--- config.mk ---
export PLATFORM = sky130hd
export DESIGN_NAME = gpio_edge_ctrl
export DESIGN_NICKNAME = d
export VERILOG_FILES = /design/src/rtl/gpio_edge_pkg.sv /design/src/rtl/gpio_sync2.sv /design/src/rtl/gpio_edge_detect.sv /design/src/rtl/gpio_status.sv /design/src/rtl/gpio_pad_drv.sv /design/src/rtl/gpio_edge_ctrl.sv
export SDC_FILE = /design/constraint.sdc
export NUM_CORES = 1
export LEC_CHECK = 0
export ABC_AREA = 1
export BUFFER_PORTS_ARGS = -buffer_cell sky130_fd_sc_hd__buf_2
export CORE_MARGIN = 4
export CORE_UTILIZATION = 62
export CTS_BUF_LIST = sky130_fd_sc_hd__clkbuf_2 sky130_fd_sc_hd__clkbuf_4 sky130_fd_sc_hd__clkbuf_8
export CTS_CLUSTER_DIAMETER = 80
export DETAILED_ROUTE_END_ITERATION = 7
export GPL_TIMING_DRIVEN = 0
export PLACE_DENSITY = 0.92
export SLEW_MARGIN = 0
export SYNTH_ARGS = -nofsm -noshare
export SYNTH_HDL_FRONTEND = slang
export SYNTH_SLANG_ARGS = --single-unit
--- constraint.sdc ---
create_clock -name clk -period 2.6 [get_ports clk]
set_input_delay 0.39 -clock clk [delete_from_list [all_inputs] [get_ports clk]]
set_output_delay 0.39 -clock clk [all_outputs]
set_load 0.01 [all_outputs]
--- src/rtl/gpio_edge_pkg.sv ---
`timescale 1ns/1ps
package gpio_edge_pkg;
    localparam int DATA_W = 8;

    // Drive byte layout, bits 5:0
    typedef struct packed {
        logic       dir;        // 1 = output
        logic       push_pull;  // 1 = push-pull, 0 = open-drain
        logic       pull_en;
        logic [1:0] pull_sel;
        logic       level;
    } pin_cfg_t;

    typedef enum logic [1:0] {
        EDGE_OFF  = 2'b00,
        EDGE_FALL = 2'b01,
        EDGE_RISE = 2'b10,
        EDGE_BOTH = 2'b11
    } edge_mode_e;
endpackage

--- src/rtl/gpio_sync2.sv ---
`timescale 1ns/1ps
module gpio_sync2 #(
    parameter int W = 13
) (
    input  logic         clk,
    input  logic         rst_n,
    input  logic [W-1:0] async_in,
    output logic [W-1:0] sync_out
);
    typedef struct packed {
        logic [W-1:0] meta;
        logic [W-1:0] stable;
    } sync_t;

    sync_t s_d, s_q;

    always_comb begin
        s_d.meta   = async_in;
        s_d.stable = s_q.meta;
    end

    always_ff @(posedge clk or negedge rst_n) begin
        if (!rst_n) s_q <= '0;
        else        s_q <= s_d;
    end

    assign sync_out = s_q.stable;
endmodule

--- src/rtl/gpio_edge_detect.sv ---
`timescale 1ns/1ps
module gpio_edge_detect
    import gpio_edge_pkg::*;
#(
    parameter int N = 13
) (
    input  logic           clk,
    input  logic           rst_n,
    input  logic [N-1:0]   lvl,
    input  logic [2*N-1:0] mode,
    output logic [N-1:0]   evt
);
    logic [N-1:0] prev_d, prev_q;

    always_comb prev_d = lvl;

    always_ff @(posedge clk or negedge rst_n) begin
        if (!rst_n) prev_q <= '0;
        else        prev_q <= prev_d;
    end

    for (genvar p = 0; p < N; p++) begin : g_pin
        edge_mode_e m;
        logic rise, fall;
        assign m    = edge_mode_e'(mode[2*p +: 2]);
        assign rise = lvl[p] & ~prev_q[p];
        assign fall = ~lvl[p] & prev_q[p];
        always_comb begin
            case (m)
                EDGE_FALL: evt[p] = fall;
                EDGE_RISE: evt[p] = rise;
                EDGE_BOTH: evt[p] = rise | fall;
                default:   evt[p] = 1'b0;
            endcase
        end
    end
endmodule

--- src/rtl/gpio_status.sv ---
`timescale 1ns/1ps
module gpio_status #(
    parameter int N = 13
) (
    input  logic         clk,
    input  logic         rst_n,
    input  logic [N-1:0] set_vec,
    input  logic [N-1:0] clr_vec,
    output logic [N-1:0] status
);
    logic [N-1:0] st_d, st_q;

    // a new event outranks a simultaneous clear
    always_comb st_d = (st_q & ~clr_vec) | set_vec;

    always_ff @(posedge clk or negedge rst_n) begin
        if (!rst_n) st_q <= '0;
        else        st_q <= st_d;
    end

    assign status = st_q;
endmodule

--- src/rtl/gpio_pad_drv.sv ---
`timescale 1ns/1ps
module gpio_pad_drv
    import gpio_edge_pkg::*;
#(
    parameter int N = 13
) (
    input  pin_cfg_t [N-1:0] cfg,
    output logic [N-1:0]     pad_out,
    output logic [N-1:0]     pad_oe
);
    for (genvar p = 0; p < N; p++) begin : g_pad
        always_comb begin
            pad_out[p] = 1'b0;
            pad_oe[p]  = 1'b0;
            if (cfg[p].dir) begin
                if (cfg[p].push_pull) begin
                    pad_out[p] = cfg[p].level;
                    pad_oe[p]  = 1'b1;
                end else begin
                    pad_oe[p]  = ~cfg[p].level;
                end
            end
        end
    end
endmodule

--- src/rtl/gpio_edge_ctrl.sv ---
`timescale 1ns/1ps
module gpio_edge_ctrl
    import gpio_edge_pkg::*;
#(
    parameter int NUM_PINS = 13,
    parameter int GRP0_W   = 7,
    parameter int ADDR_W   = 8,
    parameter int OUT_BASE = 'h00,
    parameter int IRQ_BASE = 'h20
) (
    input  logic                clk,
    input  logic                rst_n,
    input  logic                bus_we,
    input  logic [ADDR_W-1:0]   bus_addr,
    input  logic [DATA_W-1:0]   bus_wdata,
    output logic [DATA_W-1:0]   bus_rdata,
    input  logic [NUM_PINS-1:0] pin_in,
    output logic [NUM_PINS-1:0] pin_out,
    output logic [NUM_PINS-1:0] pin_oe,
    output logic                irq
);
    localparam int GRP1_W     = NUM_PINS - GRP0_W;
    localparam int IN_BASE    = OUT_BASE + NUM_PINS;
    localparam int STAT0_ADDR = IRQ_BASE;
    localparam int STAT1_ADDR = IRQ_BASE + 1;
    localparam int MASK0_ADDR = IRQ_BASE + 2;
    localparam int MASK1_ADDR = IRQ_BASE + 3;

    typedef struct packed {
        pin_cfg_t [NUM_PINS-1:0] ocfg;
        logic [2*NUM_PINS-1:0]   mode;
        logic [NUM_PINS-1:0]     mask;
    } ctrl_t;

    ctrl_t ctrl_d, ctrl_q;
    logic [NUM_PINS-1:0] sync_lvl, evt, stat_q, clr_vec, mask_vec, dir_vec;
    logic wr_stat0, wr_stat1;

    gpio_sync2 #(.W(NUM_PINS)) u_sync (
        .clk(clk), .rst_n(rst_n), .async_in(pin_in), .sync_out(sync_lvl));

    gpio_edge_detect #(.N(NUM_PINS)) u_edge (
        .clk(clk), .rst_n(rst_n), .lvl(sync_lvl), .mode(ctrl_q.mode), .evt(evt));

    gpio_status #(.N(NUM_PINS)) u_stat (
        .clk(clk), .rst_n(rst_n), .set_vec(evt), .clr_vec(clr_vec), .status(stat_q));

    gpio_pad_drv #(.N(NUM_PINS)) u_pad (
        .cfg(ctrl_q.ocfg), .pad_out(pin_out), .pad_oe(pin_oe));

    assign wr_stat0 = bus_we && (bus_addr == ADDR_W'(STAT0_ADDR));
    assign wr_stat1 = bus_we && (bus_addr == ADDR_W'(STAT1_ADDR));

    always_comb begin
        clr_vec = '0;
        if (wr_stat0) clr_vec[GRP0_W-1:0]        = bus_wdata[GRP0_W-1:0];
        if (wr_stat1) clr_vec[NUM_PINS-1:GRP0_W] = bus_wdata[GRP1_W-1:0];
    end

    // next-state of the configuration registers
    always_comb begin
        ctrl_d = ctrl_q;
        if (bus_we) begin
            for (int p = 0; p < NUM_PINS; p++) begin
                if (bus_addr == ADDR_W'(OUT_BASE + p))
                    ctrl_d.ocfg[p] = pin_cfg_t'(bus_wdata[5:0]);
                if (bus_addr == ADDR_W'(IN_BASE + p))
                    ctrl_d.mode[2*p +: 2] = bus_wdata[2:1];
            end
            if (bus_addr == ADDR_W'(MASK0_ADDR))
                ctrl_d.mask[GRP0_W-1:0] = bus_wdata[GRP0_W-1:0];
            if (bus_addr == ADDR_W'(MASK1_ADDR))
                ctrl_d.mask[NUM_PINS-1:GRP0_W] = bus_wdata[GRP1_W-1:0];
        end
    end

    always_ff @(posedge clk or negedge rst_n) begin
        if (!rst_n) begin
            ctrl_q.ocfg <= '0;
            ctrl_q.mode <= '0;
            ctrl_q.mask <= '1;
        end else begin
            ctrl_q <= ctrl_d;
        end
    end

    // read mux
    always_comb begin
        bus_rdata = '0;
        for (int p = 0; p < NUM_PINS; p++) begin
            if (bus_addr == ADDR_W'(OUT_BASE + p))
                bus_rdata = DATA_W'(ctrl_q.ocfg[p]);
            if (bus_addr == ADDR_W'(IN_BASE + p))
                bus_rdata = DATA_W'({ctrl_q.mode[2*p +: 2], sync_lvl[p]});
        end
        if (bus_addr == ADDR_W'(STAT0_ADDR)) bus_rdata = DATA_W'(stat_q[GRP0_W-1:0]);
        if (bus_addr == ADDR_W'(STAT1_ADDR)) bus_rdata = DATA_W'(stat_q[NUM_PINS-1:GRP0_W]);
        if (bus_addr == ADDR_W'(MASK0_ADDR)) bus_rdata = DATA_W'(ctrl_q.mask[GRP0_W-1:0]);
        if (bus_addr == ADDR_W'(MASK1_ADDR)) bus_rdata = DATA_W'(ctrl_q.mask[NUM_PINS-1:GRP0_W]);
    end

    always_comb begin
        for (int p = 0; p < NUM_PINS; p++) dir_vec[p] = ctrl_q.ocfg[p].dir;
    end

    assign mask_vec = ctrl_q.mask;
    assign irq      = |(stat_q & ~mask_vec);
endmodule

Yosys cells after proc, flatten, opt, wreduce, memory -nomap -nowiden
Cells that the tools add are included.
{ "totals": {"latch_bits": 0, "mem_bits_ro": 0, "input_bits": 32, "mem_count": 0, "register_bits": 169, "mem_bits_rw": 0, "output_inout_bits": 35} }
{ "classes": {"mux": 97, "addsub": 0, "reduce_logical": 32, "shifts": 0, "eq_ne": 68, "mul": 0, "n_lt_le_gt_ge": 0, "div_mod_pow": 0, "bitwise": 83} }
{ "op_table": {"columns": ["cell", "n"], "rows": [
  ["8-bit two-way mux", 29],
  ["8-bit by 5-bit == test with 1-bit output (second input constant)", 10],
  ["8-bit by 4-bit == test with 1-bit output (second input constant)", 8],
  ["2-bit AND reduction", 28],
  ["2-bit == test (second input constant)", 26],
  ["1-bit two-way mux", 52],
  ["1-bit NOT", 39],
  ["1-bit case mux with 3 select lines", 13],
  ["8-bit by 3-bit == test with 1-bit output (second input constant)", 4],
  ["8-bit by 6-bit == test with 1-bit output (second input constant)", 4],
  ["1-bit bitwise AND", 26],
  ["13-bit bitwise AND", 2],
  ["2-bit by 1-bit == test with 1-bit output (second input constant)", 13],
  ["13-bit NOT", 2],
  ["8-bit by 2-bit == test with 1-bit output (second input constant)", 2],
  ["1-bit OR", 13],
  ["13-bit OR", 1],
  ["13-bit OR reduction", 1],
  ["6-bit two-way mux", 2],
  ["8-bit by 1-bit == test with 1-bit output (second input constant)", 1],
  ["8-bit logical NOT", 1],
  ["7-bit two-way mux", 1],
  ["1-bit logical AND", 2]
]} }

Logic depth before layout (Yosys ltp)
Gate-level depths: netlist (run 1).
{ "logic_depth": {"depth_word": 31, "ltp_mapped": 20, "mapped_depth_nobuf": 19} }

Cells and area by module
From an unflattened synthesis (run 1), not the netlist that was laid out.
{ "unflattened": {"cells_unflattened": 1073, "area_unflattened_um2": 8506.9} }
{ "by_module_without_submodules": {"columns": ["mod", "seq_area_each_um2", "area_each_um2", "n_inst", "cells_per_inst"], "rows": [
  ["gpio_edge_ctrl", 2944.1, 5839.4, 1, 761],
  ["gpio_edge_detect", 325.3, 1154.9, 1, 156],
  ["gpio_sync2", 650.6, 650.6, 1, 26],
  ["gpio_status", 325.3, 520.5, 1, 65],
  ["gpio_pad_drv", 0.0, 341.6, 1, 65]
]} }

Least setup slack after synthesis (run 1)
Ideal clock, no wire load.
{ "synth_path": {"path_kind": "input-to-output", "startpoint": "in bus_addr[6]", "endpoint": "out bus_rdata[1]", "stages": 17, "required_ns": 2.210, "path_slack_ns": 0.359, "t_arrival_ns": 1.851, "cell_sequence": "inv_1 nand2_1 nor2_4 buf_4 nand2_1 nor2_2 inv_2 o21ai_0 inv_1 nand2_1 nand4_1 nand2_1 nand4_1 nand2_1 nand4_1 nand2_1 nand4_1"} }
{ "synth_via": {"elab_chain_len": 31} }
{ "synth_lines": {"columns": ["element", "line", "rtl"], "rows": [
  ["from (decl)", "gpio_edge_ctrl.sv:14", "input logic [ADDR_W-1:0] bus_addr,"],
  ["8-bit logical NOT", "gpio_edge_ctrl.sv:91", "if (bus_addr == ADDR_W'(OUT_BASE + p))"],
  ["6-bit two-way mux", "gpio_edge_ctrl.sv:91", null],
  ["8-bit two-way mux", "gpio_edge_ctrl.sv:93", "if (bus_addr == ADDR_W'(IN_BASE + p))"],
  ["8-bit two-way mux", "gpio_edge_ctrl.sv:91", null],
  ["8-bit two-way mux", "gpio_edge_ctrl.sv:93", null],
  ["8-bit two-way mux", "gpio_edge_ctrl.sv:91", null],
  ["8-bit two-way mux", "gpio_edge_ctrl.sv:93", null],
  ["8-bit two-way mux", "gpio_edge_ctrl.sv:91", null],
  ["(+15 left out)", null, null],
  ["8-bit two-way mux", "gpio_edge_ctrl.sv:91", null],
  ["8-bit two-way mux", "gpio_edge_ctrl.sv:93", null],
  ["8-bit two-way mux", "gpio_edge_ctrl.sv:91", null],
  ["8-bit two-way mux", "gpio_edge_ctrl.sv:93", null],
  ["8-bit two-way mux", "gpio_edge_ctrl.sv:96", "if (bus_addr == ADDR_W'(STAT0_ADDR)) bus_rdata = DATA_W'(stat_q[GRP0_W-1:0]);"],
  ["8-bit two-way mux", "gpio_edge_ctrl.sv:97", "if (bus_addr == ADDR_W'(STAT1_ADDR)) bus_rdata = DATA_W'(stat_q[NUM_PINS-1:GRP0_W]);"],
  ["8-bit two-way mux", "gpio_edge_ctrl.sv:98", "if (bus_addr == ADDR_W'(MASK0_ADDR)) bus_rdata = DATA_W'(ctrl_q.mask[GRP0_W-1:0]);"],
  ["8-bit two-way mux (*)", "gpio_edge_ctrl.sv:99", "if (bus_addr == ADDR_W'(MASK1_ADDR)) bus_rdata = DATA_W'(ctrl_q.mask[NUM_PINS-1:GRP0_W]);"],
  ["to (decl)", "gpio_edge_ctrl.sv:16", "output logic [DATA_W-1:0] bus_rdata,"]
]} }
Every way passes the cells marked *; elsewhere a longest branch is shown, timed or not.

Worst setup path in the final report (run 1)
{ "layout_path": {"startpoint": "in bus_addr[0]", "endpoint": "out bus_rdata[0]"} }
The elaborated chain is that of the path after synthesis.

==> results of run 1 <==
[final cells by class]
cell class              count  share of cell area [%]
plain buffers              32                    1.45
clock buffers              25                    3.45
clock inverters             7                   0.943
inverters                 123                    4.90
multi-input cells         657                    36.4
flip-flops and latches    169                    45.1
well taps                 172                    2.29
repair buffers             82                    5.43
[per-layer routing]
layer	vias to the layer above	share of wire [%]	GRT usage, %
met5	-	0	0
met2	452	46	47.8
met4	0	3.5	11.9
met1	3456	40	41.7
li1	3409	-	-
met3	88	9.8	7.38
[layout by cell type (no fill, tap or decap), types with 3 or more instances in the layout]
cell	instances
inv_1	108
nand4_1	26
a21oi_1	27
buf_2	63
ha_1	26
clkbuf_4	4
dfrtp_1	156
nand2_2	5
buf_4	10
nand2_4	3
nand3_1	30
o22ai_1	4
nand2_1	266
a221oi_2	4
dlygate4sd3_1	8
a221oi_1	3
o211ai_1	4
clkbuf_8	22
dfstp_2	13
clkinv_2	4
clkbuf_1	27
o21ai_0	162
nor3_1	11
nor2_4	10
nor2_1	42
nor2_2	6
inv_2	15
a21oi_2	5
[registers in the layout, indices dropped and copies added (netlist names)]
signal / count
mask_vec: 13
u_sync.sync_out: 13
u_stat.status: 13
u_edge.prev_q: 13
ctrl_q: 104
u_sync.s_d: 13
[path summary, 6_finish.rpt]
check                      slack, ns  cells after the start          startpoint                  to
max in group asynchronous       1.27                      3               rst_n          ctrl_q[87]
min in group asynchronous       0.46                      2               rst_n          ctrl_q[14]
setup / recovery               -0.53                     21         bus_addr[0]        bus_rdata[0]
hold / removal                  0.03                      1          pin_in[10]      u_sync.s_d[10]
hold reg to reg                 0.35                      0       u_sync.s_d[7]  u_sync.sync_out[7]
setup reg to reg                1.33                      5  u_sync.sync_out[6]    u_stat.status[6]
[power by group through the flow]
stage               clock [mW]  combinational (mW)  sequential [mW]
finish                    1.94               0.417             2.87
global route              2.04               0.472             2.89
CTS                       1.95               0.404             2.87
detailed placement           0               0.374             2.92
global placement             0               0.350             2.91
floorplan                    0               0.204             2.88
[repair_timing]
item	in CTS	in global routing
endpoints found under the hold margin	69	4
hold buffers	4	4
buffers inserted	9	0
setup endpoints to repair	6	6
pin swaps	13	4
resized for setup	45	6
[cells by family after synthesis]
| logic type | Yosys count | synth area share (%) |
|---|---|---|
| AO/OA/AOI/OAI | 221 | 14.7 |
| buffers and inverters | 155 | 7.33 |
| other | 1 | 0.0464 |
| adder cells (fa/ha/maj) | 26 | 4.03 |
| AND/OR/NAND/NOR | 409 | 21.4 |
| flip-flops | 169 | 52.5 |
[worst register-to-register path, cell delays in order (launching register included)]
cell and delay [ns]:
dfrtp_1 0.44, inv_1 0.07, ha_1 0.29, nand3_1 0.08, o21ai_0 0.10, o21ai_0 0.22
==> summary.txt, run 1 <==
Run status
  • Status: complete, but fails checks
  • Violated checks: setup timing

STA
  • Setup-failing EPs final: 6
  • Minimum clock period: 3.13 ns
  • Fin worst setup slack: -0.530 ns
  • Hold Vio Cnt, Final: 0
  • Slew headroom: 49.5%
  • F_max: 319 MHz
  • RSZ-0062 raised after global routing: yes
  • Min Hold Slack: around 0.03 ns
  • Final Max Tran Viols: 0
  • Period utilization: 120%
  • Clock Skew: around 0.012 ns
  • Worst Tran Pin Value: 0.758 ns
  • Final TNS setup: -2.06 ns

Finish
  • Share of layout cells above drive strength 1: between 10% and 20%
  • Nets: 1,140
  • Non-filler cells, final: 1,267
  • # diodes: 0
  • Final cell utilization of the core: between 70% and 80%
  • Fill cells: approximately 900
  • Area of the multi-input gates: 0.00343 mm^2
  • Post-route cell area: 0.00942 mm^2
  • Seq. cell area: 0.00425 mm^2
  • Area Growth Syn to Fin: 16.6%

Setup path
  • Crit path largest cell delay: around 0.20 ns
  • Largest delay share family, worst path: simple AND/OR/NAND/NOR gates
  • Cell Chain, Critical Path: buf_2 > inv_1 > nand2_2 > inv_2 > nand2_1 > nor2_1 > nand2_1 > nand4_1 > nor2_1 > nand4_1 > nor2_1 > nand4_1 > nor2_1 > nand4_1 > nand2_1 > nand3_1 > nand2_1 > nand4_1 > nand2_1 > nand4_1 > buf_2
  • Kind of critical path: input port to primary output
  • CP dominant cell by count: nand4_1
  • Required time worst endpoint: roughly 2.2 ns
  • Worst Path Arrival: 2.74 ns
  • Crit path capture type: primary output
  • Max FO, Critical Path: 4
  • Buffers plus inverters on the worst setup path: 4
  • Critical-path top delay cell: nand2_1
  • Crit start category: input port

Yosys
  • Post-synth top area share: 48.3%
  • Post-synth cell types: 36
  • Mean area per synthesized cell: a little over 8 um^2
  • Post-synth net total: 1,039
  • Post-synth top cells: nand2_1, o21ai_0, dfrtp_1
  • YS warnings: 0
  • Largest area contributor in the netlist: dfrtp_1
  • Top post-synthesis cells by area: dfrtp_1, nand2_1, o21ai_0, inv_1, dfstp_2
  • #FFs+latches synth: 169
  • Register area share after synthesis: 52.5%
  • Post-Syn Area: 0.00808 mm^2
  • FFs w/ async S/R, synth: 100%
  • Number of synthesized flops with an enable pin: 0
  • Most frequent cell after synthesis: nand2_1
  • Syn Inst Count: 981
  • Synth Flop Type: dfrtp_1

Pwr
  • Worst vdd ir: 0.344 mV
  • Sw Ratio: 25.3%
  • Clock Power Share: between 30% and 40%
  • Power share of the sequential group: 54.9%
  • Cell Pwr Density: about 560 mW/mm^2
  • Power Total: roughly 5.2 mW
  • Int Power: 3.91 mW
  • Switching pwr: roughly 1.3 mW
  • Comb power frac: 8.0%
  • Pleak: 4.29 nW

GRT
  • Total gr overflow: 0
  • Largest net degree at the start of global routing: 104
  • Vias in the first global route: just over 7,000
  • First-pass GRT wire length: 35.1 mm
  • Global-route total usage across every layer: 30.6%
  • Antenna violations before repair: 0

Floorplan
  • Core area: roughly 0.013 mm^2
  • Die H: 122 um
  • Die width: 122 um
  • Die area: 0.0149 mm^2
  • Initial Util: about 64%
  • Row count: 41
  • # IOs: 67

Placement
  • DP HPWL: 14.8 mm
  • Pre-CTS setup slack: -0.516 ns
  • # placed instances: 1,218
  • Port Buffers: 64
  • DP Area: roughly 0.0087 mm^2
  • GP Congestion: 0.948

Clock tree
  • H-tree Lvls: 4
  • Num CTS Buffers: 17
  • CTS Buffer Depth: 2
  • Worst-Skew Late Latency: 0.47 ns
  • Worst-path clk slew: ~0.080 ns
  • CTS tree: done
  • CTS root buf: clkbuf_8
  • Sink Count: ~170

Min path
  • Worst min path class: input port to flop

Detailed routing
  • 1st-pass router iterations: 7
  • Routed Antenna Nets: 0
  • Via density per instance: about 6
  • Total routed wirelength: ~21 mm
  • Vias: between 7,000 and 8,000
  • # DRC: 0
  • Drt wl/cell: 17.0 um
  • 1st-iter DRT viols: 967

Flow run
  • Max-cap violations: 0
(Power assumes the default switching activity.)
==> inputs of run 2 (changes only) <==
- PLACE_DENSITY: 0.92 -> 0.82
==> run 2 against run 1 <==
Global-route usage fell by 0.54 points. Via count fell by 0.77%. The run still ends with setup timing left. Clock skew fell by 0.0020 ns. Critical path depth fell by 4. Sequential power barely moved.
==> summary.txt, run 2 (synthesis gave the netlist of run 1 again) <==
Run status
  • Status: complete, but fails checks
  • Violated checks: setup timing

Clock tree
  • CTS Buffer Depth: 2 (unchanged)
  • Num CTS Buffers: 17 (unchanged)
  • Worst-path clk slew: 0.09 ns (about the same)
  • Worst-Skew Late Latency: 0.48 ns (about the same)
  • CTS tree: done
  • H-tree Lvls: 4 (unchanged)
  • CTS root buf: clkbuf_8
  • Sink Count: 169 (unchanged)

STA
  • Slew headroom: 50.9% (+1.5 points)
  • Hold Vio Cnt, Final: 0 (unchanged)
  • Worst Tran Pin Value: 0.736 ns (-0.0222 ns)
  • Setup-failing EPs final: 6 (unchanged)
  • Clock Skew: 0.0103 ns (-0.00204 ns)
  • RSZ-0062 raised after global routing: yes
  • Period utilization: 118% (-2.2 points)
  • Final Max Tran Viols: 0 (unchanged)
  • F_max: 325 MHz (+1.8%)
  • Minimum clock period: 3.07 ns (-0.0560 ns)
  • Fin worst setup slack: -0.474 ns (+0.0560 ns)
  • Final TNS setup: -1.97 ns (+0.0879 ns)

Pwr
  • Clock Power Share: 36.5% (-0.6 points)
  • Power share of the sequential group: 55.3% (+0.4 points)
  • Comb power frac: 8.2% (+0.2 points)
  • Power Total: 5.19 mW (-0.78%)
  • Sw Ratio: 27.3% (+2.0 points)
  • Worst vdd ir: 0.673 mV (+96%)
  • Int Power: 3.78 mW (-3.4%)
  • Switching pwr: 1.42 mW (+7.0%)
  • Cell Pwr Density: 545 mW/mm^2 (-1.9%)
  • Pleak: 4.35 nW (+1.5%)

Finish
  • Commonest non-fill, non-tap cell in the layout: nand2_1
  • Nets: 1,156 (+1.4%)
  • Number of flip-flops in the largest register: 104 (unchanged)
  • Area Growth Syn to Fin: 17.9%
  • Top reg by flops: ctrl_q
  • Non-filler cells, final: 1,283 (+1.3%)
  • Share of layout cells above drive strength 1: 17.4% (+0.66 points)
  • Commonest cells after routing, fill and taps aside: nand2_1, o21ai_0, dfrtp_1
  • # diodes: 0 (unchanged)
  • Fill cells: 922 (+2.8%)

Setup path
  • Buffers plus inverters on the worst setup path: 1 (-3)
  • Crit start category: flop
  • Crit path largest cell delay: 0.39 ns (+0.19 ns)
  • Kind of critical path: flop to primary output
  • Crit path capture type: primary output
  • Cell Chain, Critical Path: nand3_1 > nand2_1 > nor2_1 > nand4_1 > nor2_1 > nand4_1 > nor2_1 > nand4_1 > nor2_1 > nand4_1 > nand2_1 > nand3_2 > nand2_1 > nand4_1 > nand2_1 > nand4_1 > buf_2
  • Largest delay share family, worst path: simple AND/OR/NAND/NOR gates
  • Critical-path top delay cell: dfrtp_1
  • Max FO, Critical Path: 2 (-2)
  • CP dominant cell by count: nand4_1
  • Worst Path Arrival: 2.68 ns (-0.06 ns)
  • Required time worst endpoint: 2.21 ns (about the same)

Floorplan
  • Row count: 41 (unchanged)
  • Initial Util: 63.8% (unchanged)
  • Die H: 122 um (unchanged)
  • Die area: 0.0149 mm^2 (unchanged)
  • # IOs: 67 (unchanged)
  • Die width: 122 um (unchanged)
  • Core area: 0.0127 mm^2 (unchanged)

GRT
  • Total gr overflow: 0 (unchanged)
  • Largest net degree at the start of global routing: 105 (+0.96%)
  • First-pass GRT wire length: 34.4 mm (-2.2%)
  • Vias in the first global route: 6,870 (-2.7%)
  • Global-route total usage across every layer: 30.0% (-0.54 points)
  • Antenna violations before repair: 0 (unchanged)

Flow run
  • Max-cap violations: 0 (unchanged)

Detailed routing
  • 1st-pass router iterations: 7 (unchanged)
  • Drt wl/cell: 16.8 um (-0.98%)
  • Routed Antenna Nets: 0 (unchanged)
  • # DRC: 0 (unchanged)
  • 1st-iter DRT viols: 864 (-11%)
  • Via density per instance: 5.73 (-2.0%)
  • Total routed wirelength: 21.5 mm (+0.27%)
  • Vias: 7,348 (-0.77%)

Placement
  • # placed instances: 1,218 (unchanged)
  • GP Congestion: 0.950 (+0.18%)
  • DP HPWL: 15.0 mm (+1.1%)
  • Port Buffers: 64 (unchanged)

Min path
  • Worst min path class: input port to flop
-- run 2: timing repair --
item / 4_1_cts / 5_1_grt
pin swaps: 10 / 6
endpoints found under the setup margin: 6 / 6
buffers inserted: 12 / 7
hold buffers: 4 / 9
gates cloned: 0 / 1
endpoints found under the hold margin: 68 / 9
gates resized for setup: 30 / 20
-- run 2: routing by layer --
metal,wire [um],track usage (%),up-vias
met4,630,10.7,0
met3,1940,6.17,72
met2,10000,47.4,385
li1,-,-,3447
met1,8950,41.7,3444
met5,0,0,-
-- run 2: through the flow --
stage               util [%]  area (um^2)  setup WS (ns)  hold WS, ns
floorplan                  -         8080          0.359       0.0944
global placement        68.0         8610          -1.38        0.332
detailed placement      68.3         8650         -0.537        0.335
CTS                     73.4         9300         -0.396      0.00116
global route            75.2         9530         -0.690      0.00609
finish                  75.2         9530         -0.474       0.0346
-- run 2: path summary, 6_finish.rpt --
path                                          start                 end  slack [ns]  cells after the start
worst max-delay path             u_sync.sync_out[0]        bus_rdata[0]       -0.47                     17
worst min-delay path                     pin_in[10]      u_sync.s_d[10]        0.03                      1
worst max register to register  u_sync.sync_out[12]   u_stat.status[12]        1.33                      5
worst min register to register        u_sync.s_d[2]  u_sync.sync_out[2]        0.35                      0
max in group asynchronous                     rst_n       u_sync.s_d[7]        1.29                      3
min in group asynchronous                     rst_n    u_stat.status[0]        0.45                      2
-- run 2: power groups by stage --
stage / combinational, mW / sequential (mW) / clock (mW)
2_1_floorplan: 0.204 / 2.88 / 0
3_3_place_gp: 0.351 / 2.91 / 0
3_5_place_dp: 0.373 / 2.92 / 0
4_1_cts: 0.398 / 2.87 / 1.90
5_1_grt: 0.481 / 2.89 / 2.02
6_report: 0.426 / 2.87 / 1.89
-- run 2: final cells by class --
class | count | area (um^2) | area share, %
buffer | 32 | 136 | 1.43
clock buffer | 17 | 234 | 2.46
clock inverter | 15 | 166 | 1.75
inverter | 123 | 462 | 4.85
multi-input combinational | 657 | 3430 | 36.0
sequential | 169 | 4250 | 44.6
tap | 172 | 215 | 2.26
timing repair buffer | 98 | 636 | 6.67
==> inputs of run 3 (changes only) <==
- clock period: 2.6 -> 3.48 ns (I/O delays scaled with it)
==> run 3 against run 2 <==
The run now ends clean. Cell count is 2.3% lower. Non-clock buffer count is 29 lower. Clock-buffer cell count stayed put. Worst hold slack better by 0.11 ns. Cell area is 4.1% lower. Critical path type is now input port to primary output. Largest cell class unchanged. Highest routed layer unchanged.
==> summary.txt, run 3 (synthesis gave the netlist of run 1 again) <==
Run status
  • Status: finished, final reports clean

Floorplan
  • Die H: 122 um (unchanged)
  • Die area: 0.0149 mm^2 (unchanged)
  • Die width: 122 um (unchanged)
  • Core area: 0.0127 mm^2 (unchanged)
  • # IOs: 67 (unchanged)
  • Row count: 41 (unchanged)
  • Initial Util: 63.8% (unchanged)

Setup path
  • Crit path capture type: primary output
  • Crit start category: input port
  • Required time worst endpoint: 2.96 ns (+0.75 ns)
  • Kind of critical path: input port to primary output
  • Worst Path Arrival: 2.81 ns (+0.13 ns)
  • Max FO, Critical Path: 4 (+2)

Detailed routing
  • Vias: 7,194 (-2.1%)
  • 1st-iter DRT viols: 857 (-0.81%)
  • Drt wl/cell: 16.6 um (-1.4%)
  • 1st-pass router iterations: 6 (-1)
  • Via density per instance: 5.74 (+0.17%)
  • Routed Antenna Nets: 0 (unchanged)
  • Total routed wirelength: 20.8 mm (-3.6%)
  • # DRC: 0 (unchanged)

Placement
  • DP Area: 0.00865 mm^2 (unchanged)
  • Port Buffers: 64 (unchanged)
  • GP Congestion: 0.950 (unchanged)
  • # placed instances: 1,218 (unchanged)
  • DP HPWL: 15.0 mm (unchanged)

Finish
  • Non-filler cells, final: 1,254 (-2.3%)
  • Post-route cell area: 0.00914 mm^2 (-4.1%)
  • Area Growth Syn to Fin: 13.1%
  • Top reg by flops: ctrl_q
  • Commonest non-fill, non-tap cell in the layout: nand2_1
  • Seq. cell area: 0.00425 mm^2 (about the same)
  • Nets: 1,127 (-2.5%)
  • Number of flip-flops in the largest register: 104 (unchanged)
  • Share of layout cells above drive strength 1: 14.0% (-3.3 points)
  • Area of the multi-input gates: 0.00330 mm^2 (-3.9%)
  • Commonest cells after routing, fill and taps aside: nand2_1, o21ai_0, dfrtp_1
  • Fill cells: 989 (+7.3%)
  • # diodes: 0 (unchanged)

Clock tree
  • Sink Count: 169 (unchanged)
  • Num CTS Buffers: 17 (unchanged)
  • Worst-path clk slew: 0.09 ns (about the same)
  • Worst-Skew Late Latency: 0.47 ns (about the same)
  • CTS root buf: clkbuf_8
  • CTS tree: done
  • CTS Buffer Depth: 2 (unchanged)
  • H-tree Lvls: 4 (unchanged)

GRT
  • Total gr overflow: 0 (unchanged)
  • Vias in the first global route: 6,669 (-2.9%)
  • First-pass GRT wire length: 33.4 mm (-2.7%)
  • Global-route total usage across every layer: 29.3% (-0.78 points)
  • GRT met1 Usage: 40.9% (-0.74 points)
  • GR peak layer: met2
  • Met2 usage in global routing: 45.7% (-1.7 points)
  • Largest net degree at the start of global routing: 105 (unchanged)
  • Antenna violations before repair: 0 (unchanged)
  • Met3 Use GR: 5.94% (-0.23 points)

STA
  • Setup-failing EPs final: 0 (-6)
  • Minimum clock period: about 3.3 ns
  • RSZ-0062 raised after global routing: yes
  • Hold Vio Cnt, Final: 0 (unchanged)
  • Slew headroom: 54.0% (+3.1 points)
  • Worst Tran Pin Value: 0.690 ns (-0.0458 ns)
  • F_max: roughly 300 MHz
  • Final TNS setup: 0 ns (+1.97 ns)
  • Period utilization: between 90% and 100%
  • Clock Skew: 0.00786 ns (-0.00247 ns)
  • Final Max Tran Viols: 0 (unchanged)
  • Min Hold Slack: 0.145 ns (+0.111 ns)

Min path
  • Worst min path class: input port to flop

Pwr
  • Cell Pwr Density: 421 mW/mm^2 (-23%)
  • Power Total: 3.85 mW (-26%)
  • Worst vdd ir: 0.505 mV (-25%)
  • Pleak: 4.18 nW (-4.0%)

Flow run
  • Max-cap violations: 0 (unchanged)
==> run 3: per-stage QoR <==
stage                     setup WS, ns  util, %
final                            0.148     72.1
after global routing           -0.0285     72.1
after CTS                       0.0741     71.5
after detailed placement        0.0788     68.3
after global placement          -0.634     68.0
after floorplan                  0.975        -
==> run 3: layer usage <==
layer / wire (um) / part of all wire, % / up-vias
met3: 1660 / 8.0 / 52
li1: - / - / 3395
met5: 0 / 0 / -
met4: 568 / 2.7 / 0
met2: 9630 / 46 / 328
met1: 8900 / 43 / 3419
==> run 3: repair_timing <==
action,4_1_cts,5_1_grt
setup buffers,0,3
endpoints found under the setup margin,0,5
hold endpoints to repair,40,0
hold buffers,1,0
resized for setup,0,13
==> run 3: layout make-up <==
| type | instances | share of cell area, % |
|---|---|---|
| Clock buffer | 17 | 2.56 |
| Tap cell | 172 | 2.35 |
| Inverter | 123 | 5.05 |
| Multi-Input combinational cell | 657 | 36.1 |
| Timing Repair Buffer | 69 | 4.27 |
| Buffer | 32 | 1.42 |
| Clock inverter | 15 | 1.82 |
| Sequential cell | 169 | 46.4 |
==> run 3: where the power goes <==
group / internal, mW / switching, mW / leakage (nW)
sequential: 2.06 / 0.0831 / 2.14
combinational: 0.0905 / 0.196 / 1.84
clock: 0.649 / 0.766 / 0.194
total: 2.80 / 1.05 / 4.18
==> run 3: worst paths after layout <==
kind	start	to	slack, ns	cells after the start
min reg2reg	u_sync.s_d[2]	u_sync.sync_out[2]	0.35	0
max reg2reg	u_sync.sync_out[12]	u_stat.status[12]	2.21	5
max	bus_addr[0]	bus_rdata[0]	0.15	21
min	pin_in[3]	u_sync.s_d[3]	0.15	1
min in group asynchronous	rst_n	u_stat.status[0]	0.57	2
max in group asynchronous	rst_n	mask_vec[10]	2.03	3
==> run 3: critical path: stages <==
cell	delay, ns
buf_2	0.14
inv_1	0.08
nand2_4	0.10
inv_2	0.08
nand2_2	0.15
nor2_1	0.08
nand2_1	0.06
nand4_1	0.12
nor2_1	0.14
nand4_1	0.10
nor2_1	0.12
nand4_1	0.11
nor2_1	0.13
nand4_1	0.11
nand2_1	0.10
nand3_1	0.09
nand2_1	0.08
nand4_1	0.12
nand2_1	0.09
nand4_1	0.09
buf_2	0.16
